## config.mk

```make
export PLATFORM = sky130hd
export DESIGN_NAME = pwm_res_chan
export DESIGN_NICKNAME = d
export VERILOG_FILES = /design/src/rtl/pwm_res_pkg.sv /design/src/rtl/pwm_res_regs.sv /design/src/rtl/pwm_res_presc.sv /design/src/rtl/pwm_res_frame.sv /design/src/rtl/pwm_res_chan.sv
export SDC_FILE = /design/constraint.sdc
export NUM_CORES = 1
export LEC_CHECK = 0
export ABC_AREA = 1
export BUFFER_PORTS_ARGS = -buffer_cell sky130_fd_sc_hd__buf_2
export CORE_ASPECT_RATIO = 0.8
export CORE_MARGIN = 2
export CORE_UTILIZATION = 35
export DETAILED_ROUTE_END_ITERATION = 10
export SETUP_SLACK_MARGIN = 0.05
export SLEW_MARGIN = 15
export SYNTH_ARGS = -nofsm -noshare
export SYNTH_HDL_FRONTEND = slang
export SYNTH_SLANG_ARGS = --single-unit
```

## constraint.sdc

```tcl
create_clock -name clk -period 4.2 [get_ports clk]
set_input_delay 0.84 -clock clk [delete_from_list [all_inputs] [get_ports clk]]
set_output_delay 0.84 -clock clk [all_outputs]
set_load 0.02 [all_outputs]
```

## src/rtl/pwm_res_pkg.sv

```systemverilog
package pwm_res_pkg;

  localparam int DATA_W    = 8;
  localparam int NARROW_W  = 5;
  localparam int PFS_W     = 2;
  localparam int BASE_LOG2 = 4;
  localparam int CTL_W     = 8;

  localparam int PFS_LSB   = 0;
  localparam int SEL_BIT   = PFS_LSB + PFS_W;

  typedef struct packed {
    logic             narrow;
    logic [PFS_W-1:0] pfs;
  } pwm_cfg_t;

  // Readback image of the control register: unused bits are zero.
  function automatic logic [CTL_W-1:0] ctl_image(pwm_cfg_t c);
    logic [CTL_W-1:0] r;
    r = '0;
    r[PFS_LSB +: PFS_W] = c.pfs;
    r[SEL_BIT]          = c.narrow;
    return r;
  endfunction

  // Decode of a written control byte into the stored configuration.
  function automatic pwm_cfg_t ctl_decode(logic [CTL_W-1:0] w);
    pwm_cfg_t c;
    c.pfs    = w[PFS_LSB +: PFS_W];
    c.narrow = w[SEL_BIT];
    return c;
  endfunction

endpackage

```

## src/rtl/pwm_res_regs.sv

```systemverilog
module pwm_res_regs
  import pwm_res_pkg::*;
#(
  parameter int DW = DATA_W,
  parameter int CW = CTL_W
) (
  input  logic          clk,
  input  logic          rst,
  input  logic          ctl_we,
  input  logic [CW-1:0] ctl_wdata,
  input  logic          data_we,
  input  logic [DW-1:0] data_wdata,
  output pwm_cfg_t      cfg,
  output logic [DW-1:0] data_stage,
  output logic [CW-1:0] ctl_rdata
);

  pwm_cfg_t      cfg_q;
  logic [DW-1:0] stage_q;
  logic          ctl_hi_unused;

  assign ctl_hi_unused = ^ctl_wdata[CW-1:SEL_BIT+1];

  always_ff @(posedge clk) begin
    if (rst) begin
      cfg_q   <= '0;
      stage_q <= '0;
    end else begin
      if (ctl_we)  cfg_q   <= ctl_decode(ctl_wdata);
      if (data_we) stage_q <= data_wdata;
    end
  end

  assign cfg        = cfg_q;
  assign data_stage = stage_q;
  assign ctl_rdata  = ctl_image(cfg_q);


  ctl_keep_chk: assert property (@(posedge clk) disable iff (rst)
    ctl_we |=> (ctl_rdata[SEL_BIT:0] == $past(ctl_wdata[SEL_BIT:0])));

endmodule

```

## src/rtl/pwm_res_presc.sv

```systemverilog
module pwm_res_presc #(
  parameter int PW    = 2,
  parameter int BASE  = 4
) (
  input  logic          clk,
  input  logic          rst,
  input  logic [PW-1:0] pfs,
  output logic          tick
);

  localparam int MAX_SH = (1 << PW) - 1;
  localparam int CNT_W  = BASE + MAX_SH;

  logic [CNT_W-1:0] cnt_q;
  logic [CNT_W-1:0] lim;

  // Last count of one PWM clock: (2^BASE << sel) - 1.
  function automatic logic [CNT_W-1:0] div_last(logic [PW-1:0] sel);
    logic [CNT_W-1:0] ones;
    ones = '1;
    return ones >> (MAX_SH - int'(sel));
  endfunction

  assign lim  = div_last(pfs);
  // >= so that a smaller ratio chosen mid-count still ticks at once.
  assign tick = (cnt_q >= lim);

  always_ff @(posedge clk) begin
    if (rst)       cnt_q <= '0;
    else if (tick) cnt_q <= '0;
    else           cnt_q <= cnt_q + CNT_W'(1);
  end


  tick_gap_chk: assert property (@(posedge clk) disable iff (rst)
    tick |=> !tick);

endmodule

```

## src/rtl/pwm_res_frame.sv

```systemverilog
module pwm_res_frame #(
  parameter int DW = 8,
  parameter int NW = 5
) (
  input  logic          clk,
  input  logic          rst,
  input  logic          tick,
  input  logic          narrow,
  input  logic [DW-1:0] data_stage,
  output logic          wrap,
  output logic [DW-1:0] cmp_val,
  output logic          pwm_out
);

  localparam logic [DW-1:0] NARROW_LAST = DW'((1 << NW) - 1);
  localparam logic [DW-1:0] FULL_LAST   = '1;

  logic [DW-1:0] fcnt_q;
  logic [DW-1:0] cmp_q;
  logic [DW-1:0] frame_last;

  function automatic logic [DW-1:0] eff_data(logic [DW-1:0] d, logic nar);
    return nar ? (d & NARROW_LAST) : d;
  endfunction

  assign frame_last = narrow ? NARROW_LAST : FULL_LAST;
  // >= lets a switch from full to narrow mode end a long frame at once.
  assign wrap       = tick && (fcnt_q >= frame_last);

  always_ff @(posedge clk) begin
    if (rst) begin
      fcnt_q <= '0;
      cmp_q  <= '0;
    end else begin
      if (wrap) begin
        fcnt_q <= '0;
        cmp_q  <= eff_data(data_stage, narrow);
      end else if (tick) begin
        fcnt_q <= fcnt_q + DW'(1);
      end
    end
  end

  assign cmp_val = cmp_q;
  assign pwm_out = (fcnt_q < cmp_q);


  wrap_zero_chk: assert property (@(posedge clk) disable iff (rst)
    wrap |=> (fcnt_q == '0));


  cmp_hold_chk: assert property (@(posedge clk) disable iff (rst)
    !wrap |=> $stable(cmp_q));


  narrow_cmp_chk: assert property (@(posedge clk) disable iff (rst)
    (wrap && narrow) |=> (cmp_q <= NARROW_LAST));

endmodule

```

## src/rtl/pwm_res_chan.sv

```systemverilog
module pwm_res_chan
  import pwm_res_pkg::*;
(
  input  logic             clk,
  input  logic             rst,
  input  logic             ctl_we,
  input  logic [CTL_W-1:0] ctl_wdata,
  input  logic             data_we,
  input  logic [DATA_W-1:0] data_wdata,
  output logic [CTL_W-1:0] ctl_rdata,
  output logic             pwm_out
);

  pwm_cfg_t          cfg;
  logic [DATA_W-1:0] data_stage;
  logic              pwm_tick;
  logic              frame_wrap;
  logic [DATA_W-1:0] cmp_val;

  pwm_res_regs #(.DW(DATA_W), .CW(CTL_W)) u_regs (
    .clk        (clk),
    .rst        (rst),
    .ctl_we     (ctl_we),
    .ctl_wdata  (ctl_wdata),
    .data_we    (data_we),
    .data_wdata (data_wdata),
    .cfg        (cfg),
    .data_stage (data_stage),
    .ctl_rdata  (ctl_rdata)
  );

  pwm_res_presc #(.PW(PFS_W), .BASE(BASE_LOG2)) u_presc (
    .clk  (clk),
    .rst  (rst),
    .pfs  (cfg.pfs),
    .tick (pwm_tick)
  );

  pwm_res_frame #(.DW(DATA_W), .NW(NARROW_W)) u_frame (
    .clk        (clk),
    .rst        (rst),
    .tick       (pwm_tick),
    .narrow     (cfg.narrow),
    .data_stage (data_stage),
    .wrap       (frame_wrap),
    .cmp_val    (cmp_val),
    .pwm_out    (pwm_out)
  );


  zero_low_chk: assert property (@(posedge clk) disable iff (rst)
    (cmp_val == '0) |-> !pwm_out);


  wrap_on_tick_chk: assert property (@(posedge clk) disable iff (rst)
    frame_wrap |=> !frame_wrap);

endmodule

```

==> Word level (Yosys, flattened, before mapping) <==
Cells that the tools add are included.
{ "word_totals": {"output_inout_bits": 9, "input_bits": 20, "word_cells": 18, "ff_bits": 34} }
{ "classes": {"n_lt_le_gt_ge": 3, "n_addsub": 3, "reduce_logical": 3, "n_shift": 1, "muxes": 2} }
{ "ops": {"columns": ["cell", "n"], "rows": [
  ["$shr 7x32->7 const A", 1],
  ["$mux 8", 2],
  ["$add 8x1->8 const B", 1],
  ["$ge 8x8->1", 1],
  ["$lt 8x8->1", 1],
  ["$add 7x1->7 const B", 1],
  ["$ge 7x7->1", 1],
  ["$reduce_or 2->1", 2],
  ["$sub 2x2->3 const A", 1],
  ["$logic_and 1x1->1", 1]
]} }

==> Longest topological paths before layout <==
{ "logic_depth": {"ltp_word": 5, "mapped_depth": 10, "depth_no_buf": 9} }

==> Hierarchy <==
From an unflattened synthesis, not the netlist that was laid out.
{ "unflattened": {"cells_unflattened": 284, "area_unflattened_um2": 2005.7} }
{ "by_module_without_submodules": {"columns": ["mod", "cells_per_inst", "area_each_um2", "instances", "seq_area_each_um2"], "rows": [
  ["pwm_res_frame", 150, 1091.0, 1, 320.3],
  ["pwm_res_regs", 79, 526.8, 1, 220.2],
  ["pwm_res_presc", 55, 387.9, 1, 140.1]
]} }

==> Least setup slack after synthesis <==
Ideal clock, no wire load.
{ "synth_path": {"path_type": "flip-flop to output port", "start": "register u_frame.fcnt_q[3]", "end": "output port pwm_out", "path_buffers": 0, "stages_incl_launch_ff": 5, "t_required_ns": 3.360, "setup_slack_ns": 2.152, "arrival_ns": 1.208, "path_cell_list": "dfxtp_1 -> ha_1 -> a21oi_1 -> o21ai_0 -> a21oi_1"} }
{ "synth_between": {"elab_chain_len": 1} }
{ "synth_lines": {"columns": ["item", "line_no", "text"], "rows": [
  ["from (decl)", "pwm_res_frame.sv:18", "logic [DW-1:0] fcnt_q;"],
  ["from (signal assigned)", "pwm_res_frame.sv:39", "fcnt_q <= fcnt_q + DW'(1);"],
  ["$lt 8x8->1", "pwm_res_frame.sv:45", "assign pwm_out = (fcnt_q < cmp_q);"],
  ["to (decl)", "pwm_res_chan.sv:11", "output logic pwm_out"]
]} }
Every way passes these cells.

==> Worst setup path in the final report <==
Ends and elaborated chain as after synthesis.

==> results.json <==
{
  "slew_headroom": 0.617,
  "vdd_drop_max_v": 0.000180,
  "clock-sinks": 34,
  "finalPower_uw": 683,
  "wl_mm": 3.35,
  "die_area_um2": 5960,
  "finalCritPeriodShare": 0.574,
  "skew_ns": 0.00479,
  "rsz0062_at_grt": "no",
  "layout-drive-gt1-share": 0.144,
  "max_freq_mhz": 414,
  "ant_nets": 0,
  "grt_max_degree": 26,
  "ys_seq_area_frac": 0.363,
  "cts.clk_slew.worst_paths_ns": 0.07,
  "core_um2": 5090,
  "rr_endpoint": "u_frame.fcnt_q[0]",
  "p_leak_uw": 0.000892,
  "cp-start-kind": "register",
  "fin_ws_ns": 1.79,
  "fin_setup_tns_ns": 0,
  "dp_slack_ns": 2.07,
  "netlist_area_um2": 1870,
  "vias": 1522,
  "clockRootBuffer": "clkbuf_8",
  "grt_pass1_wl_mm": 5.94,
  "cts_resized": 0,
  "cts_tree": "done",
  "multi_input_area_um2": 1010,
  "crit_path_top_delay_cell": "dfxtp_1",
  "worstPathRequired_ns": 3.36,
  "ys_types": 24,
  "place_area_um2": 1970,
  "row_count": 23,
  "crit_chain": "ha_1 > a21oi_1 > o21ai_0 > a21oi_1 > buf_2",
  "fin_util": 0.408,
  "cp_top_family": "flip-flops",
  "cp-end-kind": "output pin",
  "synth-seq-cells": 34,
  "cp.arrival_ns": 1.57,
  "antenna_cells": 0,
  "synth_cells": 252,
  "cts.repair_timing.setup_buffer_count": 0,
  "p_per_area_nw_per_um2": 328,
  "rrSetupSlack_ns": 2.40,
  "clockBufferDepth": 2,
  "initial_core_util": 0.368,
  "criticalPathCategory": "register to output pin",
  "finalCriticalPeriod_ns": 2.41,
  "crit_buf_inv": 1,
  "holdCritPathClass": "register to register",
  "timing.rr.start": "u_regs.cfg[0]",
  "ioPinCount": 29,
  "hold_viol": 0,
  "rr_worst_depth": 9,
  "synth_area_per_cell_um2": 7.44,
  "critPathMostFrequentCell": "a21oi_1",
  "max_stage_delay_ns": 0.44,
  "grt.total_usage": 0.124,
  "avgRoutedWirePerCell_um": 10.1,
  "numCtsBuffers": 5,
  "fp.dieW_um": 85.8,
  "status": "complete, no violations",
  "cp_max_fo": 5,
  "viasPerCell": 4.58,
  "regArea_um2": 681,
  "hpwl_mm": 2.41,
  "post-route-cell-area_um2": 2080,
  "holdPathStages": 1,
  "overflow": 0,
  "drt_first_pass_iters": 6,
  "final_nets": 304,
  "worstSetupStartpoint": "u_frame.fcnt_q[3]",
  "drv_slew": 0,
  "h-tree-depth": 2,
  "nFillCells": 532,
  "die_y_um": 69.5,
  "drv_cap": 0,
  "port_buffers": 18,
  "clock_latency_ns": 0.28,
  "hold_path.startpoint": "u_presc.cnt_q[0]",
  "area_delta_synth_final_pct": 11.0,
  "cts_hold_repair.buffers": 0,
  "setup_viol": 0,
  "worst_pin_slew_ns": 0.574,
  "antenna_found_initial": 0,
  "drc": 0,
  "synth_warnings": 0,
  "place_congestion": 0.722,
  "grt_pass1_vias": 1305,
  "first_iter_violations": 51,
  "whs_endpoint": "u_presc.cnt_q[0]"
}
-- through the flow --
step / hold slack, ns / std cells
final: 0.452 / 332
after global routing: 0.470 / 332
after CTS: 0.456 / 332
after detailed placement: 0.443 / 324
after global placement: 0.430 / 324
after floorplan: 0.418 / 256
-- power by group --
group	switching (µW)	internal [µW]
logic	28.7	15.4
clock network	125	176
registers	5.50	332
total	159	524
-- how the worst max path moves through the flow --
stage	cells after the start	slack, ns	endpoint
2_1_floorplan	4	2.15	pwm_out
3_3_place_gp	5	2.06	pwm_out
3_5_place_dp	5	2.07	pwm_out
4_1_cts	5	1.75	pwm_out
5_1_grt	5	1.63	pwm_out
6_report	5	1.79	pwm_out
-- layer usage --
layer / wire, µm / up-vias / track usage
li1: - / 831 / -
met3: 168 / 6 / 0.0405
met1: 1850 / 654 / 0.183
met5: 0 / - / 0
met4: 39 / 0 / 0.0370
met2: 1300 / 31 / 0.168
-- cells in the mapped netlist, drive strengths merged --
| library cell | count | area [µm²] |
|---|---|---|
| nand2 | 52 | 231 |
| nor2 | 36 | 156 |
| dfxtp | 34 | 681 |
| a21oi | 28 | 151 |
| inv | 27 | 101 |
| nand3 | 23 | 125 |
| ha | 15 | 188 |
| o21ai | 15 | 75.1 |
| buf | 10 | 82.6 |
| xnor2 | 3 | 26.3 |
| xor2 | 3 | 26.3 |
| clkbuf | 2 | 7.51 |
| nor3b | 2 | 15.0 |
| clkinv | 1 | 3.75 |
| conb | 1 | 3.75 |
-- logic make-up (layout without fill, tap and decap cells) --
kind of cell | count (synthesis) | after routing | synth area share
buf+inv | 40 | 54 | 0.104
other cells | 1 | 5 | 0.00200
simple gates | 113 | 113 | 0.282
xor+xnor | 6 | 6 | 0.0280
fa+ha+maj | 15 | 15 | 0.100
compound gates | 43 | 43 | 0.121
flops | 34 | 34 | 0.363
-- cell type report --
| cell class | instances | share of cell area |
|---|---|---|
| clock buffers | 5 | 0.0331 |
| clock inverters | 3 | 0.0216 |
| inverters | 28 | 0.0505 |
| multi-input cells | 182 | 0.487 |
| flip-flops and latches | 34 | 0.327 |
| well taps | 62 | 0.0373 |
| repair buffers | 18 | 0.0433 |
-- cell usage in the layout (no fill, tap or decap) --
| master | instances |
|---|---|
| nand2_1 | 47 |
| dfxtp_1 | 34 |
| nor2_1 | 33 |
| inv_1 | 27 |
| a21oi_1 | 25 |
| nand3_1 | 21 |
| buf_2 | 18 |
| o21ai_0 | 15 |
| ha_1 | 15 |
| conb_1 | 5 |
| clkbuf_8 | 5 |
| xor2_1 | 3 |
| xnor2_1 | 3 |
| a21oi_2 | 3 |
| nor2_2 | 2 |
| nand2_4 | 2 |
| nand2_2 | 2 |
| nand3_2 | 2 |
| nor3b_1 | 2 |
| clkinvlp_4 | 2 |
| nor2_8 | 1 |
| nand2_8 | 1 |
| clkinv_1 | 1 |
| bufinv_16 | 1 |
-- state kept, by name (all words and copies together), names as in the netlist --
register           cells
u_regs.cfg             3
u_frame.cmp_val        8
u_regs.data_stage      8
u_frame.fcnt_q         8
u_presc.cnt_q          7
Note: power is estimated with default switching activity, not from simulation.
